`src/rtl/tri_mode_pwm_pkg.sv`:
```
package tri_mode_pwm_pkg;

   typedef enum logic [1:0] {
      REG_RELOAD  = 2'd0,
      REG_COMPARE = 2'd1,
      REG_CTRL    = 2'd2,
      REG_NONE    = 2'd3
   } reg_sel_e;

   typedef enum logic [1:0] {
      CSEL_EDGE = 2'd0,
      CSEL_DOWN = 2'd1,
      CSEL_UP   = 2'd2,
      CSEL_BOTH = 2'd3
   } csel_e;

   localparam int CTRL_DIR_BIT = 0;
   localparam int CTRL_SEL_LSB = 1;
   localparam int CTRL_W       = 3;

endpackage

```
`src/rtl/tri_mode_pwm_regs.sv`:
```
module tri_mode_pwm_regs
   import tri_mode_pwm_pkg::*;
#(
   parameter int DATA_W = 16
) (
   input  logic              clk,
   input  logic              rst,
   input  logic              wr_en,
   input  logic [1:0]        wr_sel,
   input  logic [DATA_W-1:0] wr_data,
   input  logic              load,
   output logic [DATA_W-1:0] arr_shadow,
   output logic [DATA_W-1:0] arr_act,
   output logic [DATA_W-1:0] ccr_act,
   output csel_e             csel,
   output logic              sw_dir
);

   logic [DATA_W-1:0] ccr_shadow;
   reg_sel_e          sel;
   logic [1:0]        sel_field;

   assign sel       = reg_sel_e'(wr_sel);
   assign sel_field = wr_data[CTRL_SEL_LSB +: 2];

   // staging registers and control word
   always_ff @(posedge clk) begin
      if (wr_en) begin
         case (sel)
            REG_RELOAD:  arr_shadow <= wr_data;
            REG_COMPARE: ccr_shadow <= wr_data;
            REG_CTRL: begin
               csel <= csel_e'(sel_field);
               if (sel_field == 2'b00)
                  sw_dir <= wr_data[CTRL_DIR_BIT];
            end
            default: ;
         endcase
      end
   end

   // working copies follow the staged values at a boundary or in reset
   always_ff @(posedge clk) begin
      if (rst || load) begin
         arr_act <= arr_shadow;
         ccr_act <= ccr_shadow;
      end
   end

endmodule

```
`src/rtl/tri_mode_pwm_counter.sv`:
```
module tri_mode_pwm_counter
   import tri_mode_pwm_pkg::*;
#(
   parameter int DATA_W    = 16,
   parameter bit CENTER_EN = 1'b1
) (
   input  logic              clk,
   input  logic              rst,
   input  csel_e             csel,
   input  logic              sw_dir,
   input  logic [DATA_W-1:0] arr_act,
   input  logic [DATA_W-1:0] arr_shadow,
   output logic [DATA_W-1:0] cnt,
   output logic              hw_dir,
   output logic              center_on,
   output logic              going_down,
   output logic              wrap
);

   localparam logic [DATA_W-1:0] ONE = {{(DATA_W-1){1'b0}}, 1'b1};

   logic [DATA_W-1:0] cnt_e;
   logic [DATA_W-1:0] cnt_c;
   logic              wrap_e;
   logic              wrap_c;
   logic              dir_c;

   // edge-aligned stepping, either direction
   always_comb begin
      wrap_e = sw_dir ? (cnt == '0) : (cnt >= arr_act);
      if (!sw_dir)
         cnt_e = wrap_e ? '0 : cnt + ONE;
      else
         cnt_e = wrap_e ? arr_shadow : cnt - ONE;
   end

   generate
      if (CENTER_EN) begin : g_center
         assign center_on = (csel != CSEL_EDGE);
         always_comb begin
            cnt_c  = cnt;
            dir_c  = hw_dir;
            wrap_c = 1'b0;
            if (!hw_dir) begin
               if (cnt >= arr_act) begin
                  dir_c = 1'b1;
                  cnt_c = (arr_act == '0) ? '0 : arr_act - ONE;
               end else begin
                  cnt_c = cnt + ONE;
               end
            end else begin
               if (cnt == '0) begin
                  dir_c  = 1'b0;
                  wrap_c = 1'b1;
                  cnt_c  = (arr_shadow == '0) ? '0 : ONE;
               end else begin
                  cnt_c = cnt - ONE;
               end
            end
         end
      end else begin : g_edge_only
         assign center_on = 1'b0;
         assign cnt_c     = '0;
         assign dir_c     = 1'b0;
         assign wrap_c    = 1'b0;
      end
   endgenerate

   always_ff @(posedge clk) begin
      if (rst) begin
         cnt    <= '0;
         hw_dir <= 1'b0;
      end else if (center_on) begin
         cnt    <= cnt_c;
         hw_dir <= dir_c;
      end else begin
         cnt    <= cnt_e;
         hw_dir <= 1'b0;
      end
   end

   assign wrap       = center_on ? wrap_c : wrap_e;
   assign going_down = center_on ? hw_dir : sw_dir;

endmodule

```
`src/rtl/tri_mode_pwm_out.sv`:
```
module tri_mode_pwm_out #(
   parameter int DATA_W = 16
) (
   input  logic              clk,
   input  logic              rst,
   input  logic [DATA_W-1:0] cnt,
   input  logic [DATA_W-1:0] ccr_act,
   input  logic              center_on,
   input  logic              going_down,
   input  logic              flag_up_en,
   input  logic              flag_dn_en,
   input  logic              wrap,
   output logic              pwm_ref,
   output logic              cmp_flag,
   output logic              upd_evt
);

   logic level;
   logic match;
   logic allow;

   always_comb begin
      if (!center_on && going_down)
         level = (cnt <= ccr_act);
      else
         level = (cnt < ccr_act);
      match = (cnt == ccr_act);
      allow = !center_on || (going_down ? flag_dn_en : flag_up_en);
   end

   always_ff @(posedge clk) begin
      if (rst) begin
         pwm_ref  <= 1'b0;
         cmp_flag <= 1'b0;
         upd_evt  <= 1'b0;
      end else begin
         pwm_ref  <= level;
         cmp_flag <= match && allow;
         upd_evt  <= wrap;
      end
   end

endmodule

```
`src/rtl/tri_mode_pwm.sv`:
```
module tri_mode_pwm
   import tri_mode_pwm_pkg::*;
#(
   parameter int DATA_W    = 16,
   parameter bit CENTER_EN = 1'b1
) (
   input  logic              clk,
   input  logic              rst,
   input  logic              wr_en,
   input  logic [1:0]        wr_sel,
   input  logic [DATA_W-1:0] wr_data,
   output logic              pwm_ref,
   output logic              cmp_flag,
   output logic              upd_evt,
   output logic              dir_out
);

   generate
      if (DATA_W < CTRL_W) begin : g_bad_width
         $error("tri_mode_pwm: DATA_W must hold the control word");
      end
   endgenerate

   logic [DATA_W-1:0] arr_shadow;
   logic [DATA_W-1:0] arr_act;
   logic [DATA_W-1:0] ccr_act;
   logic [DATA_W-1:0] cnt;
   csel_e             csel;
   logic              sw_dir;
   logic              hw_dir;
   logic              center_on;
   logic              going_down;
   logic              wrap;

   tri_mode_pwm_regs #(.DATA_W(DATA_W)) u_regs (
      .clk        (clk),
      .rst        (rst),
      .wr_en      (wr_en),
      .wr_sel     (wr_sel),
      .wr_data    (wr_data),
      .load       (wrap),
      .arr_shadow (arr_shadow),
      .arr_act    (arr_act),
      .ccr_act    (ccr_act),
      .csel       (csel),
      .sw_dir     (sw_dir)
   );

   tri_mode_pwm_counter #(.DATA_W(DATA_W), .CENTER_EN(CENTER_EN)) u_counter (
      .clk        (clk),
      .rst        (rst),
      .csel       (csel),
      .sw_dir     (sw_dir),
      .arr_act    (arr_act),
      .arr_shadow (arr_shadow),
      .cnt        (cnt),
      .hw_dir     (hw_dir),
      .center_on  (center_on),
      .going_down (going_down),
      .wrap       (wrap)
   );

   tri_mode_pwm_out #(.DATA_W(DATA_W)) u_out (
      .clk        (clk),
      .rst        (rst),
      .cnt        (cnt),
      .ccr_act    (ccr_act),
      .center_on  (center_on),
      .going_down (going_down),
      .flag_up_en (csel[1]),
      .flag_dn_en (csel[0]),
      .wrap       (wrap),
      .pwm_ref    (pwm_ref),
      .cmp_flag   (cmp_flag),
      .upd_evt    (upd_evt)
   );

   assign dir_out = going_down;

endmodule

```
`config.mk`:
```
export PLATFORM = sky130hd
export DESIGN_NAME = tri_mode_pwm
export DESIGN_NICKNAME = d
export VERILOG_FILES = /design/src/rtl/tri_mode_pwm_pkg.sv /design/src/rtl/tri_mode_pwm_regs.sv /design/src/rtl/tri_mode_pwm_counter.sv /design/src/rtl/tri_mode_pwm_out.sv /design/src/rtl/tri_mode_pwm.sv
export SDC_FILE = /design/constraint.sdc
export NUM_CORES = 1
export LEC_CHECK = 0
export BUFFER_PORTS_ARGS = -buffer_cell sky130_fd_sc_hd__buf_4
export CELL_PAD_IN_SITES_DETAIL_PLACEMENT = 1
export CELL_PAD_IN_SITES_GLOBAL_PLACEMENT = 1
export CORE_MARGIN = 8
export CORE_UTILIZATION = 40
export DETAILED_ROUTE_END_ITERATION = 8
export GPL_ROUTABILITY_DRIVEN = 1
export GPL_TIMING_DRIVEN = 0
export PLACE_DENSITY_LB_ADDON = 0.08
export SKIP_CTS_REPAIR_TIMING = 1
export SYNTH_ARGS = -nofsm -noshare
export SYNTH_HDL_FRONTEND = slang
export SYNTH_SLANG_ARGS = --single-unit
```
`constraint.sdc`:
```
create_clock -name clk -period 7.5 [get_ports clk]
set_input_delay 0.75 -clock clk [delete_from_list [all_inputs] [get_ports clk]]
set_output_delay 0.75 -clock clk [all_outputs]
set_load 0.05 [all_outputs]
```
# ---- Word-level counts from Yosys, hierarchy flattened
# Index checks and enable logic that the tools add are counted.
dict set report op_classes {
  eq_ne 3
  order_cmp 3
  n_bitwise 1
  reduce_logical 16
  add_sub_neg 3
  n_mux 19
}
# cell count
set op_table {}
lappend op_table {{$mux 16} 8}
lappend op_table {{$logic_not 16->1} 3}
lappend op_table {{$sub 16x1->16 const B} 2}
lappend op_table {{$add 16x1->16 const B} 1}
lappend op_table {{$eq 16x16->1} 1}
lappend op_table {{$ge 16x16->1} 1}
lappend op_table {{$le 16x16->1} 1}
lappend op_table {{$lt 16x16->1} 1}
lappend op_table {{$mux 1} 11}
lappend op_table {{$reduce_and 2->1} 3}
lappend op_table {{$logic_not 2->1} 2}
lappend op_table {{$reduce_and 3->1} 1}
lappend op_table {{$eq 2x1->1 const B} 1}
lappend op_table {{$eq 2x2->1 const B} 1}
lappend op_table {{$logic_and 1x1->1} 2}
lappend op_table {{$logic_or 1x1->1} 2}
lappend op_table {{$reduce_bool 2->1} 1}
lappend op_table {{$reduce_or 2->1} 1}
lappend op_table {{$logic_not 1->1} 1}
lappend op_table {{$not 1->1} 1}
dict set report totals {
  regBits 87
  in_bits 21
}

# ---- Logic depth before layout (Yosys ltp)
# Gate-level depths: netlist (run 1).
dict set report depth {
  depth_word 5
  depth_mapped 12
}

# ---- Modules after synthesis
# Synthesis (run 1) repeated with hierarchy kept, for this count alone.
dict set report hier_totals {
  cells_unflattened 518
  hier_area_um2 5295.1
}
# module instances cells_each seq_area_each_um2 area_per_inst_um2
set modules_own_cells {}
lappend modules_own_cells {tri_mode_pwm_counter 1 384 340.3 2726.4}
lappend modules_own_cells {tri_mode_pwm_regs 1 72 2011.9 2058.2}
lappend modules_own_cells {tri_mode_pwm_out 1 62 60.1 510.5}

# ---- Least setup slack after synthesis (run 1)
# OpenSTA, ideal clock, no wires.
dict set report synth_timing {
  path_kind {register to register}
  start {register u_counter.cnt[0]}
  end {register u_regs.arr_act[0] (enable)}
  stages_incl_launch_ff 10
  t_arrival_ns 3.252
  period_less_slack_ns 3.646
  path_slack_ns 3.854
  cell_sequence {dfxtp_1 > inv_1 > ha_1 > or4b_1 > or3_1 > buf_2 > nor4_1 > clkbuf_1 > a21oi_1 > nand2b_1}
}
dict set report synth_between {
  elab_chain_cells 5
  elab_cells_between_ends 7
  classes_between {order compare (1); mux (4); reduce/logical (2)}
}
# element line_no
set synth_lines {}
lappend synth_lines {{start: declaration} tri_mode_pwm_counter.sv:13} ;# output logic [DATA_W-1:0] cnt,
lappend synth_lines {{start signal: assignment} tri_mode_pwm_counter.sv:74} ;# cnt <= cnt_c;
lappend synth_lines {{start signal: assignment} tri_mode_pwm_counter.sv:77} ;# cnt <= cnt_e;
lappend synth_lines {{parallel branches: the longest is 3 deep, another holds $ge 16x16->1} -}
lappend synth_lines {{$mux 1 *} tri_mode_pwm_counter.sv:82} ;# assign wrap = center_on ? wrap_c : wrap_e;
lappend synth_lines {{$logic_or 1x1->1 *} tri_mode_pwm_regs.sv:44} ;# if (rst || load) begin
lappend synth_lines {{end signal: assignment} tri_mode_pwm_regs.sv:45} ;# arr_act <= arr_shadow;
lappend synth_lines {{end: declaration} tri_mode_pwm_regs.sv:13} ;# output logic [DATA_W-1:0] arr_act,
# Mark *: on every way between the ends.
# A chain may end at the register's enable or synchronous reset.

# ---- Worst setup path after layout (run 1)
dict set report layout_timing {
  start {register u_counter.cnt[0]}
  end {register u_regs.arr_act[4] (enable)}
}
# Same word-level chain as after synthesis.

==> results of run 1 <==
layer usage:
metal	global-route usage (%)	wire length [µm]	up-vias	part of all wire (%)
li1	-	-	1882	-
met1	26.0	6870	1929	46
met2	29.2	6780	94	46
met3	3.62	880	20	5.9
met4	7.34	275	0	1.9
met5	0	0	-	0
sequential cells by signal, indices dropped and copies added, names as in the netlist:
name / count
u_regs.sw_dir: 1
u_out.cmp_flag: 1
u_regs.csel: 2
u_regs.ccr_shadow: 16
u_counter.cnt: 16
u_out.pwm_ref: 1
u_regs.arr_act: 16
u_counter.hw_dir: 1
u_out.upd_evt: 1
u_regs.ccr_act: 16
u_regs.arr_shadow: 16
stage by stage:
| step | hold WS, ps | total power [mW] | area, µm² | utilization [%] |
|---|---|---|---|---|
| finish | 405 | 1.41 | 5750 | 46.3 |
| floorplan | 400 | 0.811 | 5000 | - |
| CTS | 410 | 1.42 | 5750 | 46.3 |
| global route | 430 | 1.47 | 5750 | 46.3 |
| detailed placement | 406 | 0.915 | 5430 | 43.7 |
| global placement | 400 | 0.904 | 5400 | 43.5 |
worst max-delay path: cells and delay by family (launching register included):
kind                     cells  cell delay [ps]
buffers and inverters        3              830
adder cells (fa/ha/maj)      1              330
AND/OR/NAND/NOR              4             2090
AO/OA/AOI/OAI                1              220
flip-flops                   1              410
layout by cell type (no fill, tap or decap), types with 3 or more instances in the layout:
master,count
sky130_fd_sc_hd__a211oi_1,15
sky130_fd_sc_hd__a21o_1,4
sky130_fd_sc_hd__a21oi_1,24
sky130_fd_sc_hd__a221oi_1,14
sky130_fd_sc_hd__a22oi_1,3
sky130_fd_sc_hd__a311oi_1,3
sky130_fd_sc_hd__a31oi_1,6
sky130_fd_sc_hd__and3_1,8
sky130_fd_sc_hd__and3b_1,3
sky130_fd_sc_hd__buf_4,25
sky130_fd_sc_hd__buf_6,3
sky130_fd_sc_hd__clkbuf_1,18
sky130_fd_sc_hd__clkbuf_16,9
sky130_fd_sc_hd__dfxtp_1,20
sky130_fd_sc_hd__edfxtp_1,67
sky130_fd_sc_hd__ha_1,36
sky130_fd_sc_hd__inv_1,35
sky130_fd_sc_hd__nand2_1,40
sky130_fd_sc_hd__nand3_1,13
sky130_fd_sc_hd__nand4_1,7
sky130_fd_sc_hd__nor2_1,30
sky130_fd_sc_hd__nor3_1,12
sky130_fd_sc_hd__nor4_1,11
sky130_fd_sc_hd__o211ai_1,7
sky130_fd_sc_hd__o21a_1,5
sky130_fd_sc_hd__o21ai_0,15
sky130_fd_sc_hd__o31ai_1,3
sky130_fd_sc_hd__or4_1,3
sky130_fd_sc_hd__xnor2_1,28
sky130_fd_sc_hd__xor2_1,11
worst paths after layout:
| path | slack (ps) | end | start |
|---|---|---|---|
| min reg2reg | 410 | u_regs.ccr_act[13] | u_regs.ccr_shadow[13] |
| max reg2reg | 3200 | u_regs.arr_act[4] | u_counter.cnt[0] |
| min | 410 | u_regs.ccr_act[13] | u_regs.ccr_shadow[13] |
| max | 3200 | u_regs.arr_act[4] | u_counter.cnt[0] |
area by class of cell:
cell class                      count  area [µm²]
Fill cell                        1415        6660
Buffer                             25         123
Tap cell                          172         215
Clock buffer                        9         225
Clock inverter                      7         101
Inverter                           35         131
Sequential cell                    87        2410
Multi-Input combinational cell    334        2350
Timing Repair Buffer               25         195
where the power goes:
part           switching [mW]  total, mW  internal, mW  leakage (nW)
sequential             0.0438      0.599         0.555         0.800
clock                   0.207      0.503         0.296         0.160
combinational           0.184      0.308         0.124          1.27
total                   0.435       1.41         0.975          2.23
cell families after synthesis:
family / Yosys count
compound gates: 115
flops: 87
buf+inv: 60
xor+xnor: 39
mux: 1
simple gates: 143
fa+ha+maj: 36
==> impl_summary.md, run 1 <==
Logic synthesis
The number of enable-type register cells in the synthesized netlist is 67. In this run the biggest area consumer among cell types represents 40.2% of the synthesized area. The fraction of registers with async set/reset is 0%. The number of nets handed over by synthesis was roughly 540. The summed instance area of the synthesized netlist is 0.00500 mm².

The number of register bits inferred by synthesis is 87. For this run, the leading register cell type out of synthesis is sky130_fd_sc_hd__edfxtp_1. The Yosys step of the flow raised 0 warnings.

The average cell area after synthesis is 10.4 µm². Ranked by instance count, the synthesized netlist is headed by sky130_fd_sc_hd__edfxtp_1 (67), sky130_fd_sc_hd__nand2_1 (40), sky130_fd_sc_hd__ha_1 (36). The biggest area contributor in the post-synthesis netlist is sky130_fd_sc_hd__edfxtp_1. sky130_fd_sc_hd__edfxtp_1 is the most common cell in the netlist. The combinational family with the most area after synthesis is compound AO/OA/AOI/OAI gates. Summing the areas of all and, or, nand and nor instances in the mapped netlist gives 14.5% of the synthesized area. Yosys attributes the largest share of cell area to sky130_fd_sc_hd__edfxtp_1 (40%), sky130_fd_sc_hd__ha_1 (9.0%), sky130_fd_sc_hd__dfxtp_1 (8.0%). Of the post-synthesis cell area, the part taken by muxes is 0.225%. The share of the synthesized netlist area taken by xor and xnor gates is 6.83%.

The arithmetic-cell share of the synthesized area counting full adders, half adders and majority gates is a little under a tenth. The post-synthesis cell type count is 57. Synthesis produced 481 cells. The portion of the post-synthesis area used by sequential elements is 48.2%.

The post-synthesis compound-gate area fraction is 16.1%.

Setup path
The kind of end point of the critical path is a flip-flop. By startpoint and endpoint, the worst setup path is classified as reg -> reg. For this run, the slowest stage of the critical path takes around 620 ps.

The data arrival time of the worst path is 4270 ps. The type of element launching the critical path is a flip-flop. The critical path goes through inv_1 -> ha_1 -> or4b_1 -> or3_1 -> buf_2 -> nor4_1 -> clkbuf_1 -> a21oi_1 -> nand2b_2. The slowest library cell on the worst path is sky130_fd_sc_hd__nand2b_2. The depth of the worst register-to-register path is 9. The worst path required time is 7470 ps. The largest driver fanout on the critical path is 32.

Routing
The number of remaining DRC errors is 0. Wires add up to 14,800 µm. Dividing the detail-routed via count by the number of cells gives 5.66. In the final routed layout, each cell accounts on average for between 20 and 25 µm.

The detailed router finished its first iteration with 200 violations. The number of detailed-routing iterations run before antenna repair is 4. The final route contains about 3,900 vias. The count of nets left with antenna violations after detail routing is 0.

STA
The number of endpoints with negative hold slack in the final report is 0. For the pin with the worst max-slew slack, the measured transition is 999 ps. The worst-case headroom to the max-slew limit is between 30% and 40%.

After layout, the minimum clock period comes to 4300 ps. Setup violations remaining at the end of the flow were counted as 0. Dividing the final minimum period by the clock period gives between 50% and 60%. Setup repair after global routing left no endpoint under its margin. Static timing analysis puts the maximum clock frequency at 0.233 GHz. Once routing completed, OpenROAD measured the worst setup slack at around 3200 ps. The number of max-slew violations in the final report was 0. The aggregate negative setup slack is 0 ps. The setup skew after layout is 16.6 ps.

Clocking
The clock sink total is 87. The clock tree synthesis step divided the H-tree into 3 levels. Buffers inserted during clock tree synthesis total 9.

No sink is reached through more buffers than the 2 on the longest clock path. The clock latency of the later-clocked register in the worst-skew pair is 360 ps. The library cell used as clock root buffer is sky130_fd_sc_hd__clkbuf_16. TritonCTS built the clock tree. Clock-pin slew was measured on the worst setup and hold paths at 80 ps.

Min path
The path class of the lowest-slack min-delay path is reg -> reg. The worst hold path was traced through 0 stages.

Run status
The run finished with clean final reports.

Floorplan
From left edge to right edge, the die measures 128 µm. The total area inside the core boundary comes to 0.0124 mm². The die is 128 µm tall. The initial utilization of the core area, before any placement, comes to 40.3%.

The number of placement rows is around 40. The die covers 0.0163 mm². The number of top-level pins is 25.

Global routing
The number of global-route vias before repair was 4,238. For this run the aggregate overflow at the end of global routing stands at 0. The wire length of the first global-routing pass is 23,600 µm.

The maximum number of pins on one net before global-route repair is 33. The overall fraction of global-route tracks in use is 19.1%. The initial antenna violation count is 0.

Placed design
The placer's final routability congestion estimate is 0.831. The number of port buffers is 24. The number of placed instances with taps included is 678.

At the placement stage, the worst setup path has a slack of 3200 ps. Summed over all nets, the half-perimeter wirelength after detailed placement is 11,300 µm.

Pwr
Dividing total power by cell area gives a power density of 245 mW/mm². The worst voltage drop across the vdd grid is about 0.16 mV. For this design the static power due to leakage is 2.23 nW.

Final layout
Once layout is complete, the cells apart from fillers number 694. In the final layout, the share of cells above drive strength 1 is 10.9%. The antenna diode count is 0. From synthesis to final layout, the design area changed by 15.0%. The net count of the finished layout is between 500 and 600.

Run
The number of violations of the max-capacitance limit is 0.
(Power assumes the default switching activity.)
==> run 2, diff against run 1 <==
==> constraint.sdc (replaced) <==
create_clock -name clk -period 4.4 [get_ports clk]
set_input_delay 0.44 -clock clk [delete_from_list [all_inputs] [get_ports clk]]
set_output_delay 0.44 -clock clk [all_outputs]
set_load 0.05 [all_outputs]
==> run 2 against run 1 <==
- cell count stayed put
- sequential share of layout area hardly changed
- critical path depth stayed put
- routed wire length is 0.19% higher
- core utilization hardly changed
- setup slack worse by 2900 ps
- first-iteration DRC count is 8.0% higher
- design area hardly changed
- count of clock-buffer cells in the layout stayed put
==> impl_summary.md, run 2 (same netlist as run 1, synthesis figures left out) <==
Final layout
The count of fill cells added during filler insertion came to 1,415 (unchanged). The commonest non-fill, non-tap cell in the layout is sky130_fd_sc_hd__edfxtp_1. The count of nets after finishing is 574 (unchanged). The share of final-layout standard cells stronger than drive strength 1 came to 10.9% (unchanged). The sequential cell area is 0.00241 mm² (unchanged). The layout overhead on the synthesized area is 15.1% (about the same). The combined area of the multi-input logic cells came to 0.00235 mm² (+0.21%). The top cell types in the final layout, fill and taps aside, are sky130_fd_sc_hd__edfxtp_1 (67), sky130_fd_sc_hd__nand2_1 (40), sky130_fd_sc_hd__ha_1 (36), sky130_fd_sc_hd__inv_1 (35), sky130_fd_sc_hd__nor2_1 (30). The antenna diode count was 0 (unchanged).

Routing
The initial DRC count is 216 (+8.0%). The number of detailed-routing iterations run before antenna repair is 5 (+1). The count of nets left with antenna violations after detail routing is 0 (unchanged). The sum of routed wire length over all layers was 14,800 µm (+0.19%). The average detailed-routed wire length per instance is 21.4 µm (+0.19%).

The total number of vias is 3,953 (+0.71%). The routed via count divided by cell count is 5.70 (+0.71%). The number of remaining DRC errors is 0 (unchanged).

Global routing
The remaining global-route overflow is 0 (unchanged). The wire length of the first global-routing pass is 23,600 µm (unchanged). The overall fraction of global-route tracks in use is 19.1% (unchanged). The maximum number of pins on one net before global-route repair came to 33 (unchanged).

The initial antenna violation count is 0 (unchanged). The number of global-route vias before repair is 4,238 (unchanged).

Clocking
Clock tree synthesis selected as its root buffer the cell sky130_fd_sc_hd__clkbuf_16. The CTS tree is built. The H-tree depth reported by CTS was 3 (unchanged). The clock latency of the later-clocked register in the worst-skew pair is 360 ps (about the same). The post-CTS clock slew at the launch and capture registers of the worst setup and hold paths was 70 ps (about the same). The maximum root-to-sink buffer count is 2 (unchanged). The total CTS buffers is 9 (unchanged). The clock sink total came to 87 (unchanged).

Setup path
The data arrival time of the worst path is 4110 ps (-160 ps). The worst path required time is 4390 ps (-3080 ps). The category of the most critical setup path is reg -> reg. The largest driver fanout on the critical path is 32 (unchanged). The kind of end point of the critical path is a flip-flop. The type of element launching the critical path is a flip-flop.

Pwr
The worst voltage drop across the vdd grid is 0.264 mV (+70%). The power density normalized to cell area is 417 mW/mm² (+70%). The leakage power of the design is 2.24 nW (+0.28%).

The total power after layout is 2.40 mW (+70%).

STA
The transition time of the tightest slew-check pin is 978 ps (-21.3 ps). The portion of the clock cycle consumed by the worst path in the final layout is 93.5% (+36 points). The aggregate negative setup slack was 0 ps (unchanged). Setup repair after global routing left no endpoint under its margin. The number of max-slew violations in the final report is 0 (unchanged). The worst-case headroom to the max-slew limit is 34.6% (+1.4 points).

The setup skew after layout is 15.5 ps (-1.13 ps). The highest clock frequency the design can meet is 0.243 GHz (+4.5%). The number of endpoints with negative hold slack in the final report is 0 (unchanged). The worst slack on hold paths is 276 ps (-129 ps). The post-layout worst setup margin is 288 ps (-2920 ps). The final critical-path required period is 4110 ps (-185 ps). The count of final setup violators is 0 (unchanged).

Placed design
The detailed placement HPWL came to 11,300 µm (unchanged). The pre-CTS setup slack is 102 ps (-3100 ps). The placer's final routability congestion estimate is 0.831 (unchanged).

The number of port buffers was 24 (unchanged).

Min path
The worst hold path belongs to the class in -> reg.

Run status
The run finished with clean final reports.

Floorplan
The starting density of the core is 40.3% (unchanged). The y dimension of the die is 128 µm (unchanged). The floorplan core area is 0.0124 mm² (unchanged). The number of top-level pins is 25 (unchanged). The number of placement rows is 41 (unchanged). The width of the die is 128 µm (unchanged). The die outline area is 0.0163 mm² (unchanged).

Run
The number of violations of the max-capacitance limit was 0 (unchanged).
==> run 2: cell counts in the layout (fill, tap and decap cells not counted) <==
Identical to the previous run, type by type.
==> run 2: critical path: stages (launching register included) <==
cell                       delay (ps)
sky130_fd_sc_hd__dfxtp_1          410
sky130_fd_sc_hd__inv_1            200
sky130_fd_sc_hd__ha_1             330
sky130_fd_sc_hd__or4b_1           540
sky130_fd_sc_hd__or3_1            320
sky130_fd_sc_hd__buf_2            170
sky130_fd_sc_hd__nor4_1           640
sky130_fd_sc_hd__clkbuf_1         470
sky130_fd_sc_hd__a21oi_1          250
sky130_fd_sc_hd__nand2b_4         400
==> run 2: area by class of cell <==
| cell class | instances | share of cell area, % |
|---|---|---|
| flip-flops and latches | 87 | 41.9 |
| multi-input cells | 334 | 40.9 |
| clock buffers | 9 | 3.91 |
| well taps | 172 | 3.74 |
| repair buffers | 25 | 3.39 |
| inverters | 35 | 2.28 |
| plain buffers | 25 | 2.13 |
| clock inverters | 7 | 1.76 |
==> run 2: stage by stage <==
stage          utilization (%)  std cells  area [µm²]
6_report                  46.4        694        5760
5_1_grt                   46.4        694        5760
4_1_cts                   46.3        694        5750
3_5_place_dp              43.7        678        5430
3_3_place_gp              43.5        677        5400
2_1_floorplan                -        481        5000
==> run 2: power by group <==
| part | internal [mW] | switching (mW) | total (mW) | leakage, nW |
|---|---|---|---|---|
| clock | 0.505 | 0.351 | 0.856 | 0.160 |
| sequential | 0.946 | 0.0750 | 1.02 | 0.800 |
| combinational | 0.211 | 0.315 | 0.526 | 1.28 |
==> run 2: path summary, 6_finish.rpt <==
kind                              start              endpoint  slack [ps]  cells past startpoint
hold reg to reg   u_regs.ccr_shadow[13]    u_regs.ccr_act[13]         410                      0
hold / removal               wr_data[3]  u_regs.arr_shadow[3]         280                      1
setup / recovery       u_counter.cnt[0]     u_regs.arr_act[4]         290                      9
setup reg to reg       u_counter.cnt[0]     u_regs.arr_act[4]         290                      9
==> run 2: metal layers <==
metal  track usage, %  part of all wire [%]  vias up
met1             26.0                    48     1956
li1                 -                     -     1880
met5                0                     0        -
met3             3.62                   4.5       21
met4             7.34                   2.0        0
met2             29.2                    45       96
==> run 3, diff against run 2 <==
--- a/config.mk
+++ b/config.mk
@@ -8,13 +8,13 @@
 export BUFFER_PORTS_ARGS = -buffer_cell sky130_fd_sc_hd__buf_4
 export CELL_PAD_IN_SITES_DETAIL_PLACEMENT = 1
 export CELL_PAD_IN_SITES_GLOBAL_PLACEMENT = 1
-export CORE_MARGIN = 8
 export CORE_UTILIZATION = 40
 export DETAILED_ROUTE_END_ITERATION = 8
 export GPL_ROUTABILITY_DRIVEN = 1
 export GPL_TIMING_DRIVEN = 0
 export PLACE_DENSITY_LB_ADDON = 0.08
 export SKIP_CTS_REPAIR_TIMING = 1
+export SLEW_MARGIN = 20
 export SYNTH_ARGS = -nofsm -noshare
 export SYNTH_HDL_FRONTEND = slang
 export SYNTH_SLANG_ARGS = --single-unit
==> run 3 against run 2 <==
- critical path depth up 1
- die area down 21%
- count of clock-buffer cells in the layout up 1
- design area down 0.61%
- non-clock buffer count up 2
- critical endpoint is now u_regs.ccr_act[1]
- clock skew down 5.2 ps
==> impl_summary.md, run 3 (same netlist as run 1, synthesis figures left out) <==
Run status
The flow ran to the end, and the final reports show no timing, DRC or antenna violations.

Setup path
STA classifies the critical path startpoint as a flip-flop. The reg2reg setup slack is 220 ps (-70 ps). The worst path required time is 4450 ps (+60 ps).

Tracing the worst setup path back leads to its startpoint at u_counter.cnt[0]. The data arrival time of the worst path is 4240 ps (+130 ps). The kind of end point of the critical path is a flip-flop. In this run the worst setup path terminates at u_regs.ccr_act[1]. The depth of the worst register-to-register path came to 10 (+1). The worst setup path is of the reg -> reg kind. The largest driver fanout on the critical path is 18 (-44%). The endpoint identified for the worst register-to-register timing path is u_regs.ccr_act[1]. The worst reg2reg path startpoint is u_counter.cnt[0].

STA
The worst slack on hold paths is 276 ps (-0.149 ps). The transition time of the tightest slew-check pin is 1060 ps (+80.8 ps). The aggregate negative setup slack was 0 ps (unchanged). The count of final setup violators is 0 (unchanged). The highest clock frequency the design can meet came to 0.239 GHz (-1.6%).

Setup repair after global routing left no endpoint under its margin. The final critical-path required period is 4180 ps (+68.5 ps). The number of max-slew violations in the final report was 0 (unchanged).

The worst-case headroom to the max-slew limit is 29.1% (-5.4 points). The setup skew after layout came to 10.3 ps (-5.17 ps). The portion of the clock cycle consumed by the worst path in the final layout is 95.0% (+1.6 points). The number of endpoints with negative hold slack in the final report is 0 (unchanged).

Final layout
The combined area of the multi-input logic cells was 0.00235 mm² (-0.21%). The count of nets after finishing is 576 (+0.35%). The share of final-layout standard cells stronger than drive strength 1 is 11.1% (+0.15 points).

The count of fill cells added during filler insertion was 1,376 (-2.8%). Leaving out fill and tap cells, the most frequent cells in the layout are sky130_fd_sc_hd__edfxtp_1 (67), sky130_fd_sc_hd__nand2_1 (40), sky130_fd_sc_hd__ha_1 (36), sky130_fd_sc_hd__inv_1 (35), sky130_fd_sc_hd__nor2_1 (30). The layout overhead on the synthesized area is 14.4%.

The antenna diode count was 0 (unchanged). Leaving out fill and tap cells, the most frequent cell in the layout is sky130_fd_sc_hd__edfxtp_1. The sequential cell area is 0.00241 mm² (unchanged).

Routing
The number of detailed-routing iterations run before antenna repair was 4 (-1). The routed via count divided by cell count is 5.74 (+0.75%). The total number of vias is 3,971 (+0.46%). The average detailed-routed wire length per instance came to 21.6 µm (+1.0%).

The count of nets left with antenna violations after detail routing came to 0 (unchanged). The sum of routed wire length over all layers was 14,900 µm (+0.75%). The initial DRC count came to 238 (+10%). The number of remaining DRC errors is 0 (unchanged).

Placed design
The detailed placement HPWL is 11,400 µm (+0.52%). The number of port buffers is 24 (unchanged). The placer's final routability congestion estimate was 0.829 (-0.31%).

Floorplan
The floorplan core area came to 0.0121 mm² (-2.4%). The number of placement rows came to 40 (-2.4%). The starting density of the core came to 41.3% (+1.0 points). The number of top-level pins was 25 (unchanged). The y dimension of the die is 114 µm (-11%). The width of the die came to 114 µm (-11%). The die outline area is 0.0130 mm² (-21%).

Clocking
The clock sink total is 87 (unchanged). The root buffer cell chosen for the clock tree is sky130_fd_sc_hd__clkbuf_16. TritonCTS built the clock tree. The H-tree depth reported by CTS is 3 (unchanged). The maximum root-to-sink buffer count is 2 (unchanged).

The clock latency of the later-clocked register in the worst-skew pair is 350 ps (about the same). The total CTS buffers is 9 (unchanged). The post-CTS clock slew at the launch and capture registers of the worst setup and hold paths is 60 ps (about the same).

Global routing
The number of global-route vias before repair is 4,197 (-0.97%). The maximum number of pins on one net before global-route repair is 19 (-42%). The remaining global-route overflow is 0 (unchanged). The wire length of the first global-routing pass is 23,400 µm (-1.0%). The overall fraction of global-route tracks in use is 24.8% (+5.8 points). The initial antenna violation count is 0 (unchanged).

Min path
The number of instances on the worst hold path is 1 (unchanged). The min-delay analysis places its worst path in the category in -> reg.

Run
The number of violations of the max-capacitance limit came to 0 (unchanged).

Pwr
The power density normalized to cell area is 398 mW/mm² (-4.6%). The leakage power of the design is 2.22 nW (-1.1%). The worst voltage drop across the vdd grid is 0.348 mV (+32%).
[run 3: cell types whose count changed in the layout (fill, tap and decap cells not counted)]
cell	before	now
sky130_fd_sc_hd__inv_6	2	1
sky130_fd_sc_hd__nand2b_2	0	1
sky130_fd_sc_hd__clkbuf_1	18	19
sky130_fd_sc_hd__nand2b_4	1	0
sky130_fd_sc_hd__buf_16	0	1
sky130_fd_sc_hd__inv_8	1	0
sky130_fd_sc_hd__bufinv_16	2	0
sky130_fd_sc_hd__clkinvlp_4	0	2
sky130_fd_sc_hd__buf_8	1	0
sky130_fd_sc_hd__clkinv_4	1	2
sky130_fd_sc_hd__buf_4	25	27
[run 3: how the worst min path moves through the flow]
stage                                  to                  start  slack [ps]
floorplan               u_regs.ccr_act[0]   u_regs.ccr_shadow[0]         400
global placement       u_regs.ccr_act[11]  u_regs.ccr_shadow[11]         400
detailed placement      u_regs.ccr_act[3]   u_regs.ccr_shadow[3]         410
CTS                  u_regs.arr_shadow[8]             wr_data[8]         260
global route        u_regs.arr_shadow[11]            wr_data[11]         260
finish              u_regs.arr_shadow[11]            wr_data[11]         280
[run 3: through the flow]
| step | cells | area, µm² | total power [mW] | worst slack [ps] | util (%) |
|---|---|---|---|---|---|
| after global placement | 673 | 5390 | 1.54 | -343 | 44.5 |
| after detailed placement | 676 | 5450 | 1.57 | 265 | 45.0 |
| after global routing | 692 | 5720 | 2.38 | 11.7 | 47.3 |
| final | 692 | 5720 | 2.28 | 219 | 47.3 |
| after CTS | 692 | 5720 | 2.28 | 242 | 47.3 |
| after floorplan | 481 | 5000 | 1.38 | 754 | - |
[run 3: area by class of cell]
type	count	share of cell area, %
buffer	25	2.14
sequential	87	42.2
inverter	35	2.30
multi-input combinational	334	41.1
clock inverter	6	0.787
clock buffer	10	4.00
timing repair buffer	27	3.89
tap	168	3.67
[run 3: metal layers]
metal,GRT usage [%],vias up,part of all wire (%)
met5,0,-,0
met4,11.6,0,3.0
met3,4.14,31,4.4
met2,40.4,102,47
met1,32.4,1952,46
li1,-,1886,-
[run 3: where the power goes]
part	leakage [nW]	total [mW]	switching (mW)	internal, mW
registers	0.800	1.02	0.0737	0.946
clock network	0.127	0.720	0.335	0.385
logic	1.29	0.539	0.323	0.216
total	2.22	2.28	0.732	1.55
[run 3: critical path, cell delays in order (launching register included)]
cell and delay (ps):
sky130_fd_sc_hd__dfxtp_1 400, sky130_fd_sc_hd__inv_1 210, sky130_fd_sc_hd__ha_1 340, sky130_fd_sc_hd__or4b_1 540, sky130_fd_sc_hd__or3_1 330, sky130_fd_sc_hd__buf_2 180, sky130_fd_sc_hd__nor4_1 550, sky130_fd_sc_hd__clkbuf_1 450
sky130_fd_sc_hd__a21oi_1 230, sky130_fd_sc_hd__nand2b_2 430, sky130_fd_sc_hd__buf_16 220
